<file path="src/rtl/fir_tot_pkg.sv">
package fir_tot_pkg;

  // Bits needed for a running sum of up to (2**len_w - 1) differences
  // of two sample_w-bit signed values.
  function automatic int ftt_sum_width(input int sample_w, input int len_w);
    return sample_w + 1 + len_w;
  endfunction

  // Bits of one sample difference.
  function automatic int ftt_diff_width(input int sample_w);
    return sample_w + 1;
  endfunction

endpackage

</file>
<file path="src/rtl/ftt_tap_delay.sv">
// Shift register of (2**SEL_W - 1) stages with a runtime-selected tap.
// sel = 0 returns the current input, sel = k returns the value k accepted
// inputs ago.
module ftt_tap_delay #(
  parameter int DATA_W = 15,
  parameter int SEL_W  = 6
) (
  input  logic              clk,
  input  logic              rst_n,
  input  logic              en,
  input  logic [DATA_W-1:0] din,
  input  logic [SEL_W-1:0]  sel,
  output logic [DATA_W-1:0] tap_o
);

  localparam int DEPTH = (1 << SEL_W) - 1;

  logic [DEPTH-1:0][DATA_W-1:0] taps;

  for (genvar g = 0; g < DEPTH; g++) begin : g_stage
    logic [DATA_W-1:0] q;
    logic [DATA_W-1:0] d;

    if (g == 0) begin : g_head
      always_comb d = en ? din : q;
    end else begin : g_body
      always_comb d = en ? g_stage[g-1].q : q;
    end

    always_ff @(posedge clk or negedge rst_n) begin
      if (!rst_n) q <= '0;
      else        q <= d;
    end

    assign taps[g] = q;
  end

  always_comb begin
    tap_o = din;
    for (int i = 0; i < DEPTH; i++) begin
      if (sel == SEL_W'(i + 1)) tap_o = taps[i];
    end
  end

endmodule

</file>
<file path="src/rtl/ftt_shaper.sv">
// Difference over D samples, then a running sum over L differences.
module ftt_shaper
  import fir_tot_pkg::*;
#(
  parameter int SAMPLE_W = 14,
  parameter int LEN_W    = 6,
  localparam int DIFF_W  = ftt_diff_width(SAMPLE_W),
  localparam int SUM_W   = ftt_sum_width(SAMPLE_W, LEN_W)
) (
  input  logic                       clk,
  input  logic                       rst_n,
  input  logic                       en,
  input  logic signed [SAMPLE_W-1:0] sample,
  input  logic        [LEN_W-1:0]    diff_len,
  input  logic        [LEN_W-1:0]    int_len,
  output logic signed [SUM_W-1:0]    sum_next_o,
  output logic signed [SUM_W-1:0]    sum_o
);

  logic signed [SAMPLE_W-1:0] x_old;
  logic signed [DIFF_W-1:0]   diff;
  logic signed [DIFF_W-1:0]   d_old;
  logic signed [SUM_W-1:0]    sum_q;
  logic signed [SUM_W-1:0]    sum_d;

  ftt_tap_delay #(
    .DATA_W (SAMPLE_W),
    .SEL_W  (LEN_W)
  ) u_x_line (
    .clk   (clk),
    .rst_n (rst_n),
    .en    (en),
    .din   (sample),
    .sel   (diff_len),
    .tap_o (x_old)
  );

  assign diff = DIFF_W'(sample) - DIFF_W'(x_old);

  ftt_tap_delay #(
    .DATA_W (DIFF_W),
    .SEL_W  (LEN_W)
  ) u_d_line (
    .clk   (clk),
    .rst_n (rst_n),
    .en    (en),
    .din   (diff),
    .sel   (int_len),
    .tap_o (d_old)
  );

  // Incremental window: add the entering difference, drop the leaving one.
  assign sum_next_o = sum_q + SUM_W'(diff) - SUM_W'(d_old);

  always_comb begin
    sum_d = sum_q;
    if (en) sum_d = sum_next_o;
  end

  always_ff @(posedge clk or negedge rst_n) begin
    if (!rst_n) sum_q <= '0;
    else        sum_q <= sum_d;
  end

  assign sum_o = sum_q;

endmodule

</file>
<file path="src/rtl/ftt_tot_qual.sv">
// Time-over-threshold qualifier: one pulse per above-threshold run.
module ftt_tot_qual #(
  parameter int SUM_W = 21,
  parameter int CNT_W = 4
) (
  input  logic                    clk,
  input  logic                    rst_n,
  input  logic                    en,
  input  logic signed [SUM_W-1:0] level,
  input  logic signed [SUM_W-1:0] threshold,
  input  logic        [CNT_W-1:0] tot_count,
  output logic                    fire_o
);

  localparam logic [CNT_W-1:0] RUN_MAX = '1;

  logic [CNT_W-1:0] run_q, run_d, run_inc, target;
  logic             fired_q, fired_d;
  logic             trig_q, trig_d;
  logic             above, fire;

  always_comb begin
    above   = level > threshold;
    run_inc = (run_q == RUN_MAX) ? run_q : run_q + CNT_W'(1);
    target  = (tot_count == '0) ? CNT_W'(1) : tot_count;
    fire    = en && above && !fired_q && (run_inc >= target);
  end

  always_comb begin
    run_d   = run_q;
    fired_d = fired_q;
    trig_d  = 1'b0;
    if (en) begin
      run_d   = above ? run_inc : '0;
      fired_d = above && (fired_q || fire);
      trig_d  = fire;
    end
  end

  always_ff @(posedge clk or negedge rst_n) begin
    if (!rst_n) begin
      run_q   <= '0;
      fired_q <= 1'b0;
      trig_q  <= 1'b0;
    end else begin
      run_q   <= run_d;
      fired_q <= fired_d;
      trig_q  <= trig_d;
    end
  end

  assign fire_o = trig_q;

endmodule

</file>
<file path="src/rtl/fir_tot_trigger.sv">
module fir_tot_trigger
  import fir_tot_pkg::*;
#(
  parameter int SAMPLE_W = 14,
  parameter int LEN_W    = 6,
  parameter int CNT_W    = 4,
  localparam int SUM_W   = ftt_sum_width(SAMPLE_W, LEN_W)
) (
  input  logic                       clk,
  input  logic                       rst_n,
  input  logic                       in_valid,
  input  logic signed [SAMPLE_W-1:0] in_sample,
  input  logic        [LEN_W-1:0]    cfg_diff_len,
  input  logic        [LEN_W-1:0]    cfg_int_len,
  input  logic        [CNT_W-1:0]    cfg_tot_count,
  input  logic signed [SUM_W-1:0]    cfg_threshold,
  output logic signed [SUM_W-1:0]    shaped_o,
  output logic                       trig_o
);

  logic [1:0]              rst_sync_q;
  logic                    rst_int_n;
  logic signed [SUM_W-1:0] sum_next;

  // Assert asynchronously, release on the second clock edge.
  always_ff @(posedge clk or negedge rst_n) begin
    if (!rst_n) rst_sync_q <= 2'b00;
    else        rst_sync_q <= {rst_sync_q[0], 1'b1};
  end

  assign rst_int_n = rst_sync_q[1];

  ftt_shaper #(
    .SAMPLE_W (SAMPLE_W),
    .LEN_W    (LEN_W)
  ) u_shaper (
    .clk        (clk),
    .rst_n      (rst_int_n),
    .en         (in_valid),
    .sample     (in_sample),
    .diff_len   (cfg_diff_len),
    .int_len    (cfg_int_len),
    .sum_next_o (sum_next),
    .sum_o      (shaped_o)
  );

  ftt_tot_qual #(
    .SUM_W (SUM_W),
    .CNT_W (CNT_W)
  ) u_qual (
    .clk       (clk),
    .rst_n     (rst_int_n),
    .en        (in_valid),
    .level     (sum_next),
    .threshold (cfg_threshold),
    .tot_count (cfg_tot_count),
    .fire_o    (trig_o)
  );

endmodule

</file>
<file path="config.mk">
export PLATFORM = sky130hd
export DESIGN_NAME = fir_tot_trigger
export DESIGN_NICKNAME = d
export VERILOG_FILES = /design/src/rtl/fir_tot_pkg.sv /design/src/rtl/ftt_tap_delay.sv /design/src/rtl/ftt_shaper.sv /design/src/rtl/ftt_tot_qual.sv /design/src/rtl/fir_tot_trigger.sv
export SDC_FILE = /design/constraint.sdc
export NUM_CORES = 2
export LEC_CHECK = 0
export ABC_CLOCK_PERIOD_IN_PS = 128800
export BUFFER_PORTS_ARGS = -buffer_cell sky130_fd_sc_hd__buf_2
export CAP_MARGIN = 20
export CORE_UTILIZATION = 35
export CTS_CLUSTER_SIZE = 25
export DETAILED_ROUTE_END_ITERATION = 6
export PLACE_DENSITY_LB_ADDON = 0.05
export SLEW_MARGIN = 20
export SYNTH_ARGS = -nofsm -noshare
export SYNTH_HDL_FRONTEND = slang
export SYNTH_SLANG_ARGS = --single-unit
export TNS_END_PERCENT = 20
</file>
<file path="constraint.sdc">
create_clock -name clk -period 128.8 [get_ports clk]
set_input_delay 12.88 -clock clk [delete_from_list [all_inputs] [get_ports clk]]
set_output_delay 12.88 -clock clk [all_outputs]
set_load 0.05 [all_outputs]
</file>
=== After elaboration in Yosys (flattened, before gate mapping) ===
Index checks and enable logic that the tools add are counted.

* Bits in registers: 1856
* Output and inout port bits: 22
* Word-level logic and storage cells: 401

* $add $sub $neg: 4
* $lt $le $gt $ge: 2
* Equal/unequal tests: 127
* Muxes and demuxes: 130
* Reductions and logical operators: 7

{| class="wikitable"
|+ Operator list
! operator !! number
|-
| $mux 15 || 63
|-
| $mux 14 || 63
|-
| $eq 6x6->1 const B || 64
|-
| $eq 6x5->1 const B || 32
|-
| $eq 6x4->1 const B || 16
|-
| $eq 6x3->1 const B || 8
|-
| $eq 6x2->1 const B || 4
|-
| $add 21x15->21 || 1
|-
| $gt 21x21->1 || 1
|-
| $sub 21x15->21 || 1
|-
| $sub 14x14->15 || 1
|-
| $eq 6x1->1 const B || 2
|-
| $mux 4 || 3
|-
| $add 4x1->4 const B || 1
|-
| $eq 4x4->1 const B || 1
|-
| $ge 4x4->1 || 1
|-
| $logic_and 1x1->1 || 4
|-
| $logic_not 4->1 || 1
|-
| $logic_not 1->1 || 1
|-
| $logic_or 1x1->1 || 1
|-
| $mux 1 || 1
|}

=== Depth between registers and ports, before layout ===
* Depth in word-level cells: 135
* Gate-level depth with buffers: 43
* Depth with buffers taken out: 40

=== By module ===
From an unflattened synthesis, not the netlist that was laid out.

* Cell total of the unflattened synthesis: 7500
* Area, all modules: 90889.7 um^2

{| class="wikitable"
|+ By module, submodules not included
! module !! instances !! cells each !! area an instance (um^2) !! sequential area each (um^2)
|-
| ftt_tap_delay at u_shaper.u_d_line || 1 || 3534 || 44465.1 || 23647.7
|-
| ftt_tap_delay at u_shaper.u_x_line || 1 || 3444 || 42208.0 || 22071.2
|-
| ftt_shaper || 1 || 392 || 3195.6 || 525.5
|-
| ftt_tot_qual || 1 || 127 || 967.2 || 150.1
|-
| fir_tot_trigger || 1 || 3 || 53.8 || 50.0
|}

=== Worst setup path before layout ===
OpenSTA, ideal clock, no wires.

* Path kind: input-to-reg
* From: input cfg_diff_len[1]
* To: register u_qual.fired_q
* Setup time: 0.141 ns
* Data arrival time: 21.093 ns
* Required time: 128.659 ns
* Path slack: 107.566 ns
* Cell stages on the path: 36
* Path buffers: 4
* Cell sequence: buf_4 -> nor2b_1 -> clkbuf_1 -> nand2_1 -> clkbuf_1 -> clkbuf_1 -> o2111ai_1 -> a311oi_1 -> o21ai_0 -> a2111oi_0 -> o31a_1 -> ha_1 -> inv_1 -> fa_1 -> nand3_1 -> a21boi_0 -> o22a_1 -> a41oi_2 -> a21o_1 -> a31oi_1 -> o211a_1 -> o311a_1 -> nor3_1 -> fa_1 -> inv_1 -> ha_1 -> o2111ai_1 -> o211ai_1 -> a21boi_0 -> o31ai_1 -> xnor2_1 -> xnor2_1 -> ha_1 -> or3b_2 -> o21ai_0 -> a22oi_1

* Word-level cells in the longest chain between the ends: 135

{| class="wikitable"
|+ RTL lines
! what !! RTL line !! RTL
|-
| start: declaration || fir_tot_trigger.sv:13 || <nowiki>input logic [LEN_W-1:0] cfg_diff_len,</nowiki>
|-
| $eq 6x1->1 || ftt_tap_delay.sv:41 || <nowiki>if (sel == SEL_W'(i + 1)) tap_o = taps[i];</nowiki>
|-
| $mux 14 (62 in series) || ftt_tap_delay.sv:41 ||
|-
| $mux 14 * || ftt_tap_delay.sv:41 ||
|-
| $sub 14x14->15 * || ftt_shaper.sv:38 || <nowiki>assign diff = DIFF_W'(sample) - DIFF_W'(x_old);</nowiki>
|-
| $mux 15 (63 in series) || ftt_tap_delay.sv:41 ||
|-
| $sub 21x15->21 * || ftt_shaper.sv:53 || <nowiki>assign sum_next_o = sum_q + SUM_W'(diff) - SUM_W'(d_old);</nowiki>
|-
| via sum_next[20] || fir_tot_trigger.sv:23 || <nowiki>logic signed [SUM_W-1:0] sum_next;</nowiki>
|-
| $gt 21x21->1 * || ftt_tot_qual.sv:23 || <nowiki>above = level > threshold;</nowiki>
|-
| $logic_and 1x1->1 (3 in series) || ftt_tot_qual.sv:26 || <nowiki>fire = en && above && !fired_q && (run_inc >= target);</nowiki>
|-
| $logic_or 1x1->1 || ftt_tot_qual.sv:35 || <nowiki>fired_d = above && (fired_q || fire);</nowiki>
|-
| $logic_and 1x1->1 * || ftt_tot_qual.sv:35 ||
|-
| end signal: assignment || ftt_tot_qual.sv:47 || <nowiki>fired_q <= fired_d;</nowiki>
|-
| end: declaration || ftt_tot_qual.sv:18 || <nowiki>logic fired_q, fired_d;</nowiki>
|}

The timed path passes the listed nets; every way through them passes the cells marked *.
A chain may end at the register's enable or synchronous reset.

=== Worst setup path in the final report ===
* From: input cfg_diff_len[0]
* To: register u_qual.fired_q

* Word-level cells in the longest chain between the ends: 135

{| class="wikitable"
|+ RTL lines
! what !! RTL line !! RTL
|-
| $eq 6x1->1 || ftt_tap_delay.sv:41 ||
|-
| $mux 14 (62 in series) || ftt_tap_delay.sv:41 ||
|-
| $mux 14 * || ftt_tap_delay.sv:41 ||
|-
| $sub 14x14->15 * || ftt_shaper.sv:38 ||
|-
| via u_shaper.diff[8] || ftt_shaper.sv:21 || <nowiki>logic signed [DIFF_W-1:0] diff;</nowiki>
|-
| $mux 15 (63 in series) || ftt_tap_delay.sv:41 ||
|-
| $sub 21x15->21 * || ftt_shaper.sv:53 ||
|-
| via sum_next[11] || fir_tot_trigger.sv:23 ||
|-
| $gt 21x21->1 * || ftt_tot_qual.sv:23 ||
|-
| $logic_and 1x1->1 (3 in series) || ftt_tot_qual.sv:26 ||
|-
| $logic_or 1x1->1 || ftt_tot_qual.sv:35 ||
|-
| $logic_and 1x1->1 * || ftt_tot_qual.sv:35 ||
|}

Marks and branches as above.

==> out/qor.txt <==
DP Worst Slack = 103.29 ns
Worst Setup SP = cfg_diff_len[0]
Critical Path Most Common Cell = o21ai_0
Crit path buffers/inverters = 4
Area Overhead vs Synth = 13.12%
async set or reset register ratio after synthesis = 1.000
Synth cell types = 97
PD cells = 20.24 mW/mm^2
Global Route Usage Sum = 0.2603
FMAX = 0.04032 GHz
status = complete, but fails checks
Die X = 513.8 um
worst reg2reg path startpoint = u_shaper.u_x_line.g_stage[6].q[7]
Final Max Tran Viols = 0
Clock Latency Late Sink = 0.90 ns
Pre-antenna DRT Iters = 7
Post-synth EDFFs = 0
final core occ = 0.3989
Hold Buf Count CTS = 0
worst vdd ir = 0.01790 mV
Yosys warning count = 0
Hold Violations, Final = 0
vias per inst = 5.784
Worst Path Max Fanout = 70
DR iter-0 viols = 5072
Gates resized, CTS repair = 0
Max Buffers Root-to-Sink = 4
failing checks = DRC
cell class contributing the biggest share of worst-path delay = compound AO/OA/AOI/OAI gates
initial antenna violation count = 14
Leak = 46.89 nW
Post-Syn Instances = 7850
Synth Register Bits = 1856
fin crit period = 24.80 ns
most common cell after layout, fill and taps aside = dfrtp_1
CP Launch Type = input pin
most frequent cells in the layout = 1855 x dfrtp_1, 1839 x mux2_2, 503 x o21ai_0, 458 x nand2_1, 411 x a21oi_1
Pint = 1.395 mW
CP required = 129.54 ns
GRT overflow = 0
DR DRC count = 4
sequential element share of the synthesized area = 0.5066
Initial Util = 0.3527
clock sinks = 1856
RSZ-0062 raised after global routing = no
net switching share of the total power = 0.3355
share of cells above drive strength 1 = 0.3248
Hold Path Class = flop to flop
placed instance count = 11080
TritonCTS Buffers = 225
Reg power frac = 0.423
slowest stage delay, CP = 0.90 ns
clock root cell = clkbuf_16
Synth Cell Area = 0.09167 mm^2
CTS tree = built
maximum number of pins on one net before global-route repair = 184
Routed Antenna Nets = 0
cell at the slowest stage of the critical path = nor2_1
IO buf count = 75
Synth Area per Inst = 11.68 um^2
Top FF cell, synth = dfrtp_1
skew final = 0.05969 ns
DIE AREA = 0.2640 mm^2
final instance area = 0.1037 mm^2
vias in the first global route = 67490
vias = 66460
total I/O pin count = 76
first-pass GRT wire length = 507000 um
crit end category = flop
DRT Wirelength = 347200 um
Comb pwr share = 0.265
NetSw = 0.7043 mW
Data arrival, critical path = 25.54 ns
Max-Cap Viols = 0
final setup fails = 0
period utilization = 0.1926
Clock power frac = 0.312
mean routed wirelength per cell = 30.22 um
Worst Max-Slew Pin Slew = 1.182 ns
slew margin rel. = 0.1915
syn nets = 7987
worst hold start = rst_sync_q[0]
Final WS setup = 104.00 ns
htree depth = 4
Post-CTS Setup Bufs = 0
non-filler cells, final = 11490
Die H = 513.8 um
setup_tns = 0 ns
DP HPWL = 238400 um
WS Path Type = input pin to flop
GPL Wtd Cong = 0.8596
FP Rows = 187
placed inst area = 0.09614 mm^2
total core area = 0.2599 mm^2
clk slew on worst S/H paths = 0.06 ns
nets = 7949
==> worst register-to-register path: cells and delay by family (launching register included) <==
kind | cells | cell delay [ns]
compound gates | 21 | 5.41
flops | 1 | 0.40
mux | 1 | 0.53
xor+xnor | 2 | 0.64
buf+inv | 1 | 0.20
fa+ha+maj | 4 | 1.60
simple gates | 5 | 2.04
==> logic make-up after synthesis <==
family	count (synthesis)	share of synthesized area
mux	2017	0.2485
fa+ha+maj	83	0.01305
xor+xnor	34	0.003248
simple gates	1254	0.06427
compound gates	1891	0.1324
other cells	1	0.00004091
flops	1856	0.5066
buf+inv	714	0.03186
==> power groups by stage <==
stage	Combinational [mW]	Clock, mW	Sequential (mW)
after floorplan	0.397	0	0.853
after global placement	0.553	0	0.895
after detailed placement	0.556	0	0.897
after CTS	0.560	0.671	0.887
after global routing	0.612	0.693	0.909
final	0.555	0.655	0.889
==> flip-flops by register name (all words and copies together) (netlist names) <==
signal                       count
u_qual.fire_o                    1
u_shaper.sum_o                  21
u_shaper.u_x_line.g_stage.q    882
rst_sync_q                       2
u_qual.fired_q                   1
u_qual.run_q                     4
u_shaper.u_d_line.g_stage.q    945
==> area by class of cell <==
| class | instances | area, um^2 |
|---|---|---|
| fill | 25080 | 156200 |
| sequential | 1856 | 46450 |
| multi-input combinational | 5280 | 42570 |
| clock buffer | 351 | 6888 |
| tap | 3496 | 4374 |
| timing repair buffer | 294 | 2167 |
| clock inverter | 56 | 654.4 |
| inverter | 155 | 586.8 |
| antenna | 3 | 7.507 |
==> stage by stage <==
step | hold WS [ns] | total power [mW]
2_1_floorplan | 0.3312 | 1.250
3_3_place_gp | 0.3359 | 1.448
3_5_place_dp | 0.3397 | 1.453
4_1_cts | 0.3485 | 2.118
5_1_grt | 0.3635 | 2.214
6_report | 0.3461 | 2.099
==> final timing paths <==
check / cells after the start / slack [ns] / to
worst max-delay path: 37 / 104.00 / u_qual.fired_q
worst min-delay path: 0 / 0.35 / rst_sync_q[1]
worst max register to register: 34 / 117.82 / u_qual.fired_q
worst min register to register: 0 / 0.35 / rst_sync_q[1]
max in group asynchronous: 1 / 116.94 / rst_sync_q[1]
min in group asynchronous: 0 / 0.36 / u_shaper.u_x_line.g_stage[21].q[9]
==> Yosys cell counts (62+ instances only) <==
master    instances  share of area
ha_1             62         0.0085
a22oi_1         102         0.0084
inv_1           154         0.0063
dfrtp_1        1856           0.51
nand2_1         459          0.019
clkbuf_1        369          0.015
a211oi_1         65         0.0053
nor3_1           86         0.0047
buf_2           126         0.0069
o221ai_1         64         0.0061
nand3_1          87         0.0047
o21ai_0         505          0.028
o22ai_1         197          0.013
nor2_1          366          0.015
mux2_2         1839           0.23
a21oi_1         411          0.022
mux2i_1         155          0.017
==> routing by layer <==
layer	share of wire	GRT usage	vias to the layer above
li1	-	-	29110
met1	0.43	0.3393	35170
met2	0.50	0.4458	1706
met3	0.039	0.02776	471
met4	0.038	0.09234	4
met5	0.000078	0	-
(Power assumes the default switching activity.)
